### src/rtl/hwab_pkg.sv
package hwab_pkg;
   localparam int REG_W  = 16;
   localparam int BUS_W  = 2 * REG_W;

   // register word indices; software decodes these
   localparam logic [2:0] W_STAT  = 3'd0;
   localparam logic [2:0] W_CTRL  = 3'd1;
   localparam logic [2:0] W_ADRLO = 3'd2;
   localparam logic [2:0] W_ADRHI = 3'd3;
   localparam logic [2:0] W_WDLO  = 3'd4;
   localparam logic [2:0] W_WDHI  = 3'd5;
   localparam logic [2:0] W_RDLO  = 3'd6;
   localparam logic [2:0] W_RDHI  = 3'd7;

   // outcome of one transfer
   typedef enum logic [1:0] {
      RES_OK  = 2'd0,
      RES_ERR = 2'd1,
      RES_TMO = 2'd2
   } res_e;

   // sticky flags, packed in status order 15..12
   typedef struct packed {
      logic rd_done;
      logic wr_done;
      logic tmo;
      logic err;
   } evt_t;

   typedef enum logic [2:0] {
      S_IDLE,
      S_WR_REQ,
      S_WR_RSP,
      S_RD_REQ,
      S_RD_RSP
   } st_e;
endpackage

### src/rtl/hwab_axi_master.sv
module hwab_axi_master
   import hwab_pkg::*;
#(
   parameter int TMO_CYC = 1024
) (
   input  logic             clk,
   input  logic             rst_n,
   input  logic             start_i,
   input  logic             is_read_i,
   input  logic [BUS_W-1:0] addr_i,
   input  logic [BUS_W-1:0] wdata_i,
   output logic             done_o,
   output res_e             res_o,
   output logic [BUS_W-1:0] rdata_o,
   output logic [BUS_W-1:0] m_awaddr,
   output logic             m_awvalid,
   input  logic             m_awready,
   output logic [BUS_W-1:0] m_wdata,
   output logic [BUS_W/8-1:0] m_wstrb,
   output logic             m_wvalid,
   input  logic             m_wready,
   input  logic [1:0]       m_bresp,
   input  logic             m_bvalid,
   output logic             m_bready,
   output logic [BUS_W-1:0] m_araddr,
   output logic             m_arvalid,
   input  logic             m_arready,
   input  logic [BUS_W-1:0] m_rdata,
   input  logic [1:0]       m_rresp,
   input  logic             m_rvalid,
   output logic             m_rready
);
   localparam int CNT_W = (TMO_CYC > 1) ? $clog2(TMO_CYC + 1) : 1;

   st_e              st_q;
   logic             aw_pend_q, w_pend_q;
   logic [BUS_W-1:0] addr_q, wd_q;
   logic             tmo_hit;

   assign m_awaddr  = addr_q;
   assign m_araddr  = addr_q;
   assign m_wdata   = wd_q;
   assign m_wstrb   = '1;
   assign m_awvalid = (st_q == S_WR_REQ) && aw_pend_q;
   assign m_wvalid  = (st_q == S_WR_REQ) && w_pend_q;
   assign m_bready  = (st_q == S_WR_RSP);
   assign m_arvalid = (st_q == S_RD_REQ);
   assign m_rready  = (st_q == S_RD_RSP);

   // response timeout: a counter variant or none at all
   generate
      if (TMO_CYC > 0) begin : g_tmo
         logic [CNT_W-1:0] cnt_q;
         always_ff @(posedge clk or negedge rst_n) begin
            if (!rst_n)                cnt_q <= '0;
            else if (st_q == S_IDLE)   cnt_q <= '0;
            else                       cnt_q <= cnt_q + 1'b1;
         end
         assign tmo_hit = (st_q != S_IDLE) && (cnt_q == CNT_W'(TMO_CYC - 1));
      end else begin : g_no_tmo
         assign tmo_hit = 1'b0;
      end
   endgenerate

   function automatic res_e resp_dec(input logic [1:0] r);
      return (r == 2'b10 || r == 2'b11) ? RES_ERR : RES_OK;
   endfunction

   always_ff @(posedge clk or negedge rst_n) begin
      if (!rst_n) begin
         st_q      <= S_IDLE;
         aw_pend_q <= 1'b0;
         w_pend_q  <= 1'b0;
         addr_q    <= '0;
         wd_q      <= '0;
         done_o    <= 1'b0;
         res_o     <= RES_OK;
         rdata_o   <= '0;
      end else begin
         done_o <= 1'b0;
         unique case (st_q)
            S_IDLE: begin
               if (start_i) begin
                  addr_q    <= addr_i;
                  wd_q      <= wdata_i;
                  aw_pend_q <= !is_read_i;
                  w_pend_q  <= !is_read_i;
                  st_q      <= is_read_i ? S_RD_REQ : S_WR_REQ;
               end
            end
            S_WR_REQ: begin
               if (m_awready) aw_pend_q <= 1'b0;
               if (m_wready)  w_pend_q  <= 1'b0;
               if ((!aw_pend_q || m_awready) && (!w_pend_q || m_wready))
                  st_q <= S_WR_RSP;
               else if (tmo_hit) begin
                  st_q   <= S_IDLE;
                  done_o <= 1'b1;
                  res_o  <= RES_TMO;
               end
            end
            S_WR_RSP: begin
               if (m_bvalid) begin
                  st_q   <= S_IDLE;
                  done_o <= 1'b1;
                  res_o  <= resp_dec(m_bresp);
               end else if (tmo_hit) begin
                  st_q   <= S_IDLE;
                  done_o <= 1'b1;
                  res_o  <= RES_TMO;
               end
            end
            S_RD_REQ: begin
               if (m_arready) st_q <= S_RD_RSP;
               else if (tmo_hit) begin
                  st_q   <= S_IDLE;
                  done_o <= 1'b1;
                  res_o  <= RES_TMO;
               end
            end
            S_RD_RSP: begin
               if (m_rvalid) begin
                  st_q    <= S_IDLE;
                  done_o  <= 1'b1;
                  res_o   <= resp_dec(m_rresp);
                  rdata_o <= m_rdata;
               end else if (tmo_hit) begin
                  st_q   <= S_IDLE;
                  done_o <= 1'b1;
                  res_o  <= RES_TMO;
               end
            end
            default: st_q <= S_IDLE;
         endcase
      end
   end

   // the register file never launches while a transfer is in flight
   a_r10_start_only_idle: assert property (@(posedge clk) disable iff (!rst_n)
      start_i |-> (st_q == S_IDLE));
   // request channels hold until accepted
   a_r14_ar_hold: assert property (@(posedge clk) disable iff (!rst_n)
      (m_arvalid && !m_arready && !tmo_hit) |=> (m_arvalid && $stable(m_araddr)));
   a_r14_aw_hold: assert property (@(posedge clk) disable iff (!rst_n)
      (m_awvalid && !m_awready && !tmo_hit) |=> (m_awvalid && $stable(m_awaddr)));
   a_r14_w_hold: assert property (@(posedge clk) disable iff (!rst_n)
      (m_wvalid && !m_wready && !tmo_hit) |=> (m_wvalid && $stable(m_wdata)));
   // one outcome per transfer, reported as a single-cycle pulse
   a_r7_done_pulse: assert property (@(posedge clk) disable iff (!rst_n)
      done_o |=> !done_o);
   // after a timeout nothing on the bus is left asserted
   a_r6_tmo_quiet: assert property (@(posedge clk) disable iff (!rst_n)
      (done_o && res_o == RES_TMO) |-> !(m_awvalid || m_wvalid || m_arvalid || m_bready || m_rready));
endmodule

### src/rtl/hwab_regs.sv
module hwab_regs
   import hwab_pkg::*;
#(
   parameter int ADDR_STEP = 4,
   parameter int IRQ_SYNC  = 2
) (
   input  logic             clk,
   input  logic             rst_n,
   input  logic             host_req,
   input  logic             host_we,
   input  logic [2:0]       host_word,
   input  logic [REG_W-1:0] host_wdata,
   output logic [REG_W-1:0] host_rdata,
   output logic             start_o,
   output logic             is_read_o,
   output logic [BUS_W-1:0] addr_o,
   output logic [BUS_W-1:0] wdata_o,
   input  logic             done_i,
   input  res_e             res_i,
   input  logic [BUS_W-1:0] rdata_i,
   input  logic             axi_irq_i,
   output logic             irq_o
);
   localparam int EN_W = 5;

   logic [EN_W-1:0]  en_q;
   logic [3:0]       cmd_q;
   logic [BUS_W-1:0] addr_q, wd_q, rd_q;
   evt_t             evt_q;
   logic             rdav_q, busy_q, init_q, inc_q, isrd_q;
   logic             irq_s;

   wire wr_acc = host_req && host_we;
   wire rd_acc = host_req && !host_we;
   wire adr_wr = wr_acc && (host_word == W_ADRLO || host_word == W_ADRHI);
   wire rd_hi  = rd_acc && (host_word == W_RDHI);
   wire accept = wr_acc && (host_word == W_CTRL) && !busy_q && (host_wdata[3:2] == 2'b10);

   assign start_o   = accept;
   assign is_read_o = host_wdata[1];
   assign addr_o    = addr_q;
   assign wdata_o   = wd_q;

   // downstream interrupt: direct or resynchronised
   generate
      if (IRQ_SYNC > 0) begin : g_sync
         logic [IRQ_SYNC-1:0] sh_q;
         always_ff @(posedge clk or negedge rst_n) begin
            if (!rst_n) sh_q <= '0;
            else        sh_q <= {sh_q[IRQ_SYNC-2:0], axi_irq_i};
         end
         assign irq_s = sh_q[IRQ_SYNC-1];
      end else begin : g_direct
         assign irq_s = axi_irq_i;
      end
   endgenerate

   logic [BUS_W-1:0] addr_n;
   evt_t             evt_n;

   always_comb begin
      addr_n = addr_q;
      if (done_i && res_i == RES_OK && inc_q)
         addr_n = addr_q + BUS_W'(ADDR_STEP);
      if (wr_acc && host_word == W_ADRLO) addr_n[REG_W-1:0]     = host_wdata;
      if (wr_acc && host_word == W_ADRHI) addr_n[BUS_W-1:REG_W] = host_wdata;

      evt_n = evt_q;
      if (wr_acc && host_word == W_STAT)
         evt_n = evt_q & ~evt_t'(host_wdata[15:12]);
      if (done_i) begin
         unique case (res_i)
            RES_OK:  if (isrd_q) evt_n.rd_done = 1'b1; else evt_n.wr_done = 1'b1;
            RES_ERR: evt_n.err = 1'b1;
            default: evt_n.tmo = 1'b1;
         endcase
      end
   end

   always_ff @(posedge clk or negedge rst_n) begin
      if (!rst_n) begin
         en_q   <= '0;
         cmd_q  <= '0;
         addr_q <= '0;
         wd_q   <= '0;
         rd_q   <= '0;
         evt_q  <= '0;
         rdav_q <= 1'b0;
         busy_q <= 1'b0;
         init_q <= 1'b0;
         inc_q  <= 1'b0;
         isrd_q <= 1'b0;
      end else begin
         init_q <= 1'b1;
         addr_q <= addr_n;
         evt_q  <= evt_n;
         if (wr_acc && host_word == W_CTRL) en_q <= host_wdata[15:11];
         if (wr_acc && host_word == W_WDLO) wd_q[REG_W-1:0]     <= host_wdata;
         if (wr_acc && host_word == W_WDHI) wd_q[BUS_W-1:REG_W] <= host_wdata;
         if (accept) begin
            cmd_q  <= host_wdata[3:0];
            inc_q  <= host_wdata[0];
            isrd_q <= host_wdata[1];
            busy_q <= 1'b1;
         end else if (done_i) begin
            busy_q <= 1'b0;
         end
         if (done_i && res_i == RES_OK && isrd_q) begin
            rd_q   <= rdata_i;
            rdav_q <= 1'b1;
         end else if (rd_hi) begin
            rdav_q <= 1'b0;
         end
      end
   end

   always_comb begin
      unique case (host_word)
         W_STAT:  host_rdata = {evt_q, irq_s, 3'b000, rdav_q, busy_q, init_q, 5'b00000};
         W_CTRL:  host_rdata = {en_q, 7'b0000000, cmd_q};
         W_ADRLO: host_rdata = addr_q[REG_W-1:0];
         W_ADRHI: host_rdata = addr_q[BUS_W-1:REG_W];
         W_WDLO:  host_rdata = wd_q[REG_W-1:0];
         W_WDHI:  host_rdata = wd_q[BUS_W-1:REG_W];
         W_RDLO:  host_rdata = rd_q[REG_W-1:0];
         default: host_rdata = rd_q[BUS_W-1:REG_W];
      endcase
   end

   assign irq_o = |({evt_q, irq_s} & en_q);

   // busy only falls on the cycle an outcome arrives
   a_r7_busy_fall: assert property (@(posedge clk) disable iff (!rst_n)
      $fell(busy_q) |-> $past(done_i));
   // successful post-increment advances the address by one step
   a_r9_post_inc: assert property (@(posedge clk) disable iff (!rst_n)
      (done_i && res_i == RES_OK && inc_q && !adr_wr) |=> (addr_q == $past(addr_q) + BUS_W'(ADDR_STEP)));
   // failed transfers leave the address alone
   a_r9_no_inc_on_fail: assert property (@(posedge clk) disable iff (!rst_n)
      (done_i && res_i != RES_OK && !adr_wr) |=> $stable(addr_q));
   // flags only change through a status write or an outcome
   a_r8_sticky: assert property (@(posedge clk) disable iff (!rst_n)
      (!(wr_acc && host_word == W_STAT) && !done_i) |=> $stable(evt_q));
   // reading the upper read-data half clears data-available
   a_r11_rdav_clear: assert property (@(posedge clk) disable iff (!rst_n)
      (rd_hi && !done_i) |=> !rdav_q);
   // no enables, no interrupt
   a_r12_irq_masked: assert property (@(posedge clk) disable iff (!rst_n)
      (en_q == '0) |-> !irq_o);
   // init done rises right after reset and stays
   a_r13_init: assert property (@(posedge clk) disable iff (!rst_n)
      1'b1 |=> init_q);
endmodule

### src/rtl/hwab_top.sv
module hwab_top
   import hwab_pkg::*;
#(
   parameter int TMO_CYC   = 1024,
   parameter int ADDR_STEP = 4,
   parameter int IRQ_SYNC  = 2
) (
   input  logic        clk,
   input  logic        rst_n,
   input  logic        host_req,
   input  logic        host_we,
   input  logic [2:0]  host_word,
   input  logic [15:0] host_wdata,
   output logic [15:0] host_rdata,
   output logic        irq,
   input  logic        axi_irq_in,
   output logic [31:0] m_awaddr,
   output logic        m_awvalid,
   input  logic        m_awready,
   output logic [31:0] m_wdata,
   output logic [3:0]  m_wstrb,
   output logic        m_wvalid,
   input  logic        m_wready,
   input  logic [1:0]  m_bresp,
   input  logic        m_bvalid,
   output logic        m_bready,
   output logic [31:0] m_araddr,
   output logic        m_arvalid,
   input  logic        m_arready,
   input  logic [31:0] m_rdata,
   input  logic [1:0]  m_rresp,
   input  logic        m_rvalid,
   output logic        m_rready
);
   generate
      if (REG_W != 16 || BUS_W != 32) begin : g_bad_width
         $error("hwab_top: status bit layout needs a 16-bit window");
      end
      if (TMO_CYC < 0 || TMO_CYC > 1000000) begin : g_bad_tmo
         $error("hwab_top: TMO_CYC out of range");
      end
      if (ADDR_STEP <= 0 || (ADDR_STEP & (ADDR_STEP - 1)) != 0) begin : g_bad_step
         $error("hwab_top: ADDR_STEP must be a power of two");
      end
      if (IRQ_SYNC == 1 || IRQ_SYNC > 4) begin : g_bad_sync
         $error("hwab_top: IRQ_SYNC must be 0, 2, 3 or 4");
      end
   endgenerate

   logic             start, is_read, done;
   res_e             res;
   logic [BUS_W-1:0] addr, wdata, rdata;

   hwab_regs #(
      .ADDR_STEP (ADDR_STEP),
      .IRQ_SYNC  (IRQ_SYNC)
   ) u_regs (
      .clk        (clk),
      .rst_n      (rst_n),
      .host_req   (host_req),
      .host_we    (host_we),
      .host_word  (host_word),
      .host_wdata (host_wdata),
      .host_rdata (host_rdata),
      .start_o    (start),
      .is_read_o  (is_read),
      .addr_o     (addr),
      .wdata_o    (wdata),
      .done_i     (done),
      .res_i      (res),
      .rdata_i    (rdata),
      .axi_irq_i  (axi_irq_in),
      .irq_o      (irq)
   );

   hwab_axi_master #(
      .TMO_CYC (TMO_CYC)
   ) u_axi (
      .clk       (clk),
      .rst_n     (rst_n),
      .start_i   (start),
      .is_read_i (is_read),
      .addr_i    (addr),
      .wdata_i   (wdata),
      .done_o    (done),
      .res_o     (res),
      .rdata_o   (rdata),
      .m_awaddr  (m_awaddr),
      .m_awvalid (m_awvalid),
      .m_awready (m_awready),
      .m_wdata   (m_wdata),
      .m_wstrb   (m_wstrb),
      .m_wvalid  (m_wvalid),
      .m_wready  (m_wready),
      .m_bresp   (m_bresp),
      .m_bvalid  (m_bvalid),
      .m_bready  (m_bready),
      .m_araddr  (m_araddr),
      .m_arvalid (m_arvalid),
      .m_arready (m_arready),
      .m_rdata   (m_rdata),
      .m_rresp   (m_rresp),
      .m_rvalid  (m_rvalid),
      .m_rready  (m_rready)
   );
endmodule

### config.mk
export PLATFORM = sky130hd
export DESIGN_NAME = hwab_top
export DESIGN_NICKNAME = d
export VERILOG_FILES = /design/src/rtl/hwab_pkg.sv /design/src/rtl/hwab_axi_master.sv /design/src/rtl/hwab_regs.sv /design/src/rtl/hwab_top.sv
export SDC_FILE = /design/constraint.sdc
export NUM_CORES = 1
export LEC_CHECK = 0
export ABC_AREA = 0
export ABC_CLOCK_PERIOD_IN_PS = 5230
export BUFFER_PORTS_ARGS = -buffer_cell sky130_fd_sc_hd__buf_2
export CAP_MARGIN = 20
export CORE_MARGIN = 2
export CORE_UTILIZATION = 55
export DETAILED_ROUTE_END_ITERATION = 8
export PLACE_DENSITY = 0.89
export SLEW_MARGIN = 20
export SYNTH_ARGS = -nofsm -noshare
export SYNTH_HDL_FRONTEND = slang
export SYNTH_SLANG_ARGS = --single-unit
export TNS_END_PERCENT = 50
### constraint.sdc
create_clock -name clk -period 5.23 [get_ports clk]
set_clock_uncertainty 0.15 [all_clocks]
set_input_delay 0.2615 -clock clk [delete_from_list [all_inputs] [get_ports clk]]
set_output_delay 0.2615 -clock clk [all_outputs]
set_load 0.005 [all_outputs]
==> flow_summary.ini <==
[routing]
ant_nets = 0
via_count = 7858
drc_errors = 0
drtIter0Drc = 723
vias_per_cell = 5.744
finalWirelength_mm = 27.34
wl_per_cell_um = 19.99
dr.pass1.iters = 5

[global_routing]
antenna_found_initial = 1
first_global_vias = 7829
grt_pass1_wl_mm = 43.04
grt_use_total_pct = 26.61
grt-ovfl-total = 0
grt_max_degree = 117

[synth]
synth_adder_area_share_pct = 0.2311
synth_area_leaders = dfrtp_1 53%, mux2_2 12%, mux2_4 8.0%
synth_compound_area_share_pct = 7.338
ys_ff_latch = 229
muxShareOfSynthArea_pct = 20.93
synth_area_per_cell_um2 = 12.07
synth_top_family_by_area = multiplexers
synthXorXnorAreaFrac_pct = 3.155
synthCells = 897
ys_types = 55
ys_warn_count = 0
synth_edf_count = 0
ys.flop_type = dfrtp_1
syn_area_mm2 = 0.01083
synthArstFlopShare_pct = 100.0
synth-simple-area-share_pct = 10.06
ys_seq_area_share_pct = 52.92
synth_top_area_cell = dfrtp_1
synth_top_area_share_pct = 52.92

[sta]
drv_slew = 0
rsz0062_at_grt = no
slew_headroom_pct = 39.26
max_freq_ghz = 0.2931
setup_viol = 0
period_needed_ns = 3.411
min_period_over_period_pct = 65.23
tightest_slew_ns = 0.9112
hold_viol_final = 0
worst_slack_ns = 1.819
tns_ns = 0
holdWs_ns = 0.01523

[worst_hold_path]
min_path_type = in2reg
worstHoldStart = m_bresp[1]

[cts]
clock_path_buffers = 3
cts.sinks = 229
cts_tree = done
root_buffer = clkbuf_16
clk_pin_slew_worst_paths_ns = 0.06
htreeDepth = 1
cts_buffers = 23
clock_latency_ns = 0.51

[power]
total_power_mw = 4.144
power_frac_seq_pct = 50.2
powerDensity_mw_per_mm2 = 319.6
vdd_drop_max_mv = 0.2177
pwr-share-comb_pct = 10.9
p_int_mw = 3.060
p_clk_share_pct = 38.9
p_leak_nw = 6.533
power_switching_mw = 1.084
sw_frac_of_total_pct = 26.16

[placed_design]
dp_slack_ns = 1.807
port_buffers = 180
hpwl_mm = 18.83
gp_congestion = 0.9550

[floorplan]
io-pin-count = 187
chipHeight_um = 144.3
core-area_mm2 = 0.01940
die_x_um = 144.3
die_area_mm2 = 0.02083
row_count = 51
start_util_pct = 55.82

[layout]
final_util_pct = 66.84
drive_gt1_share_pct = 36.78
areaGrowthSynthToFinish_pct = 19.75
finalNetCount = 1151

[run_status]
status = completed

[setup_path]
r2r-end = u_axi.w_pend_q
cp_slowest_cell = buf_2
setup.worst_path.start = host_word[0]
worst_path_most_repeated_cell = or4_4
worst_ep_arrival_time_ns = 3.65
crit_required_ns = 5.47
rrSetupSlack_ns = 1.87
crit_path_start_kind = input pin
worst-path-buf-inv = 3
crit_chain = buf_2 > nand2b_4 > or4_4 > or4_4 > buf_4 > nand3_1 > o21ai_0 > dlygate4sd3_1
crit_family = buffers and inverters
worstPathMaxFanout = 51
worstSetupPathDepth = 8
endpoint = u_axi.w_pend_q
end_kind = flip-flop
cpPeakStageDelay_ns = 0.67
crit-reg2reg-launch = u_regs.busy_q
ff2ff_path_depth = 7
path_class = in2reg

[flow_run]
maxCapViolCount = 0
==> worst min path at each step <==
stage                                 end  slack, ns  cells after the start
floorplan                 u_axi.aw_pend_q      -0.18                      0
global placement    u_regs.g_sync.sh_q[1]       0.18                      0
detailed placement  u_regs.g_sync.sh_q[1]       0.19                      0
CTS                        u_axi.res_o[0]      0.002                      3
global route                u_regs.rdav_q       0.03                      3
finish                     u_axi.res_o[0]       0.02                      3
==> cells in the final DEF (no fill, tap or decap), types with 12 or more instances in the layout <==
cell           count
mux2_4            58
nor2b_1           16
a21oi_1           36
nor2_1            63
nand2_1           56
xnor2_1           25
nand3_1           18
dlygate4sd3_1     57
inv_1             12
dfrtp_1          229
clkbuf_16         23
buf_2            179
o21ai_0           39
mux2_2           111
xor2_1            14
==> kinds of logic (layout without fill, tap and decap cells) <==
logic type / after synthesis / count (layout)
DFF: 229 / 229
and+or+nand+nor: 217 / 217
muxes: 181 / 181
AOI/OAI and AO/OA: 128 / 128
buffers and inverters: 100 / 300
xor gates and xnor gates: 39 / 39
adders and majority gates: 2 / 2
other: 1 / 7
==> power by group through the flow <==
stage | Sequential [mW] | Clock, mW | Combinational [mW]
CTS | 2.07 | 1.63 | 0.450
floorplan | 2.02 | 0 | 0.274
global placement | 2.09 | 0 | 0.396
detailed placement | 2.10 | 0 | 0.413
global route | 2.09 | 1.70 | 0.498
finish | 2.08 | 1.61 | 0.452
==> routing by layer <==
layer	vias up	GRT usage (%)	share of wire [%]	wire length, um
met4	0	11.19	3.8	1044
met2	393	41.71	46	12610
met1	3856	36.81	42	11520
met5	-	0	0	0
met3	91	4.801	7.9	2169
li1	3518	-	-	-
==> worst reg2reg max path: stages, from the launching register on <==
cell and delay [ns]:
dfrtp_1 0.42, nand2b_1 0.16, or4_4 0.49, or4_4 0.67, buf_4 0.46, nand3_1 0.20
o21ai_0 0.11, dlygate4sd3_1 0.59
==> Yosys cell counts, types with 8 or more instances <==
master      n
nand4_1    11
mux2_4     58
clkbuf_1   34
dfrtp_1   229
xnor2_1    25
mux2i_1    10
buf_4      37
nor2b_1    16
xor2_1     14
nor2_1     63
nand2_1    56
buf_6       8
a21oi_1    36
nor3_1      9
nand3_1    18
a22oi_1     8
and2_1      9
mux2_2    111
o21ai_0    39
inv_1      12
==> through the flow <==
stage,instance area (um^2),std cells
floorplan,10840,901
global placement,11640,1267
detailed placement,11640,1267
CTS,12960,1366
global route,12960,1366
finish,12970,1368
==> what timing repair did <==
item,CTS,global route
hold buffers,57,0
endpoints found under the hold margin,224,0
resized for setup,0,0
setup buffers,0,0
==> state kept, by name, indices dropped and copies added, names as in the netlist, 2 cells and up <==
signal              count
u_axi.m_araddr         32
u_axi.rdata_o          32
u_regs.rd_q            32
u_regs.g_sync.sh_q      2
u_regs.en_q             5
u_axi.st_q              3
u_regs.cmd_q            4
u_regs.evt_q            4
u_axi.m_wdata          32
u_regs.wdata_o         32
u_axi.g_tmo.cnt_q      11
u_regs.addr_o          32
u_axi.res_o             2
==> layout make-up <==
type,count,area (um^2)
diodes,2,5.005
clock buffers,33,663.1
clock inverters,9,85.08
fillers,1404,6432
inverters,12,45.04
multi-input cells,572,4544
flip-flops and latches,229,5731
well taps,265,331.6
repair buffers,246,1562
Note: power is estimated with default switching activity, not from simulation.
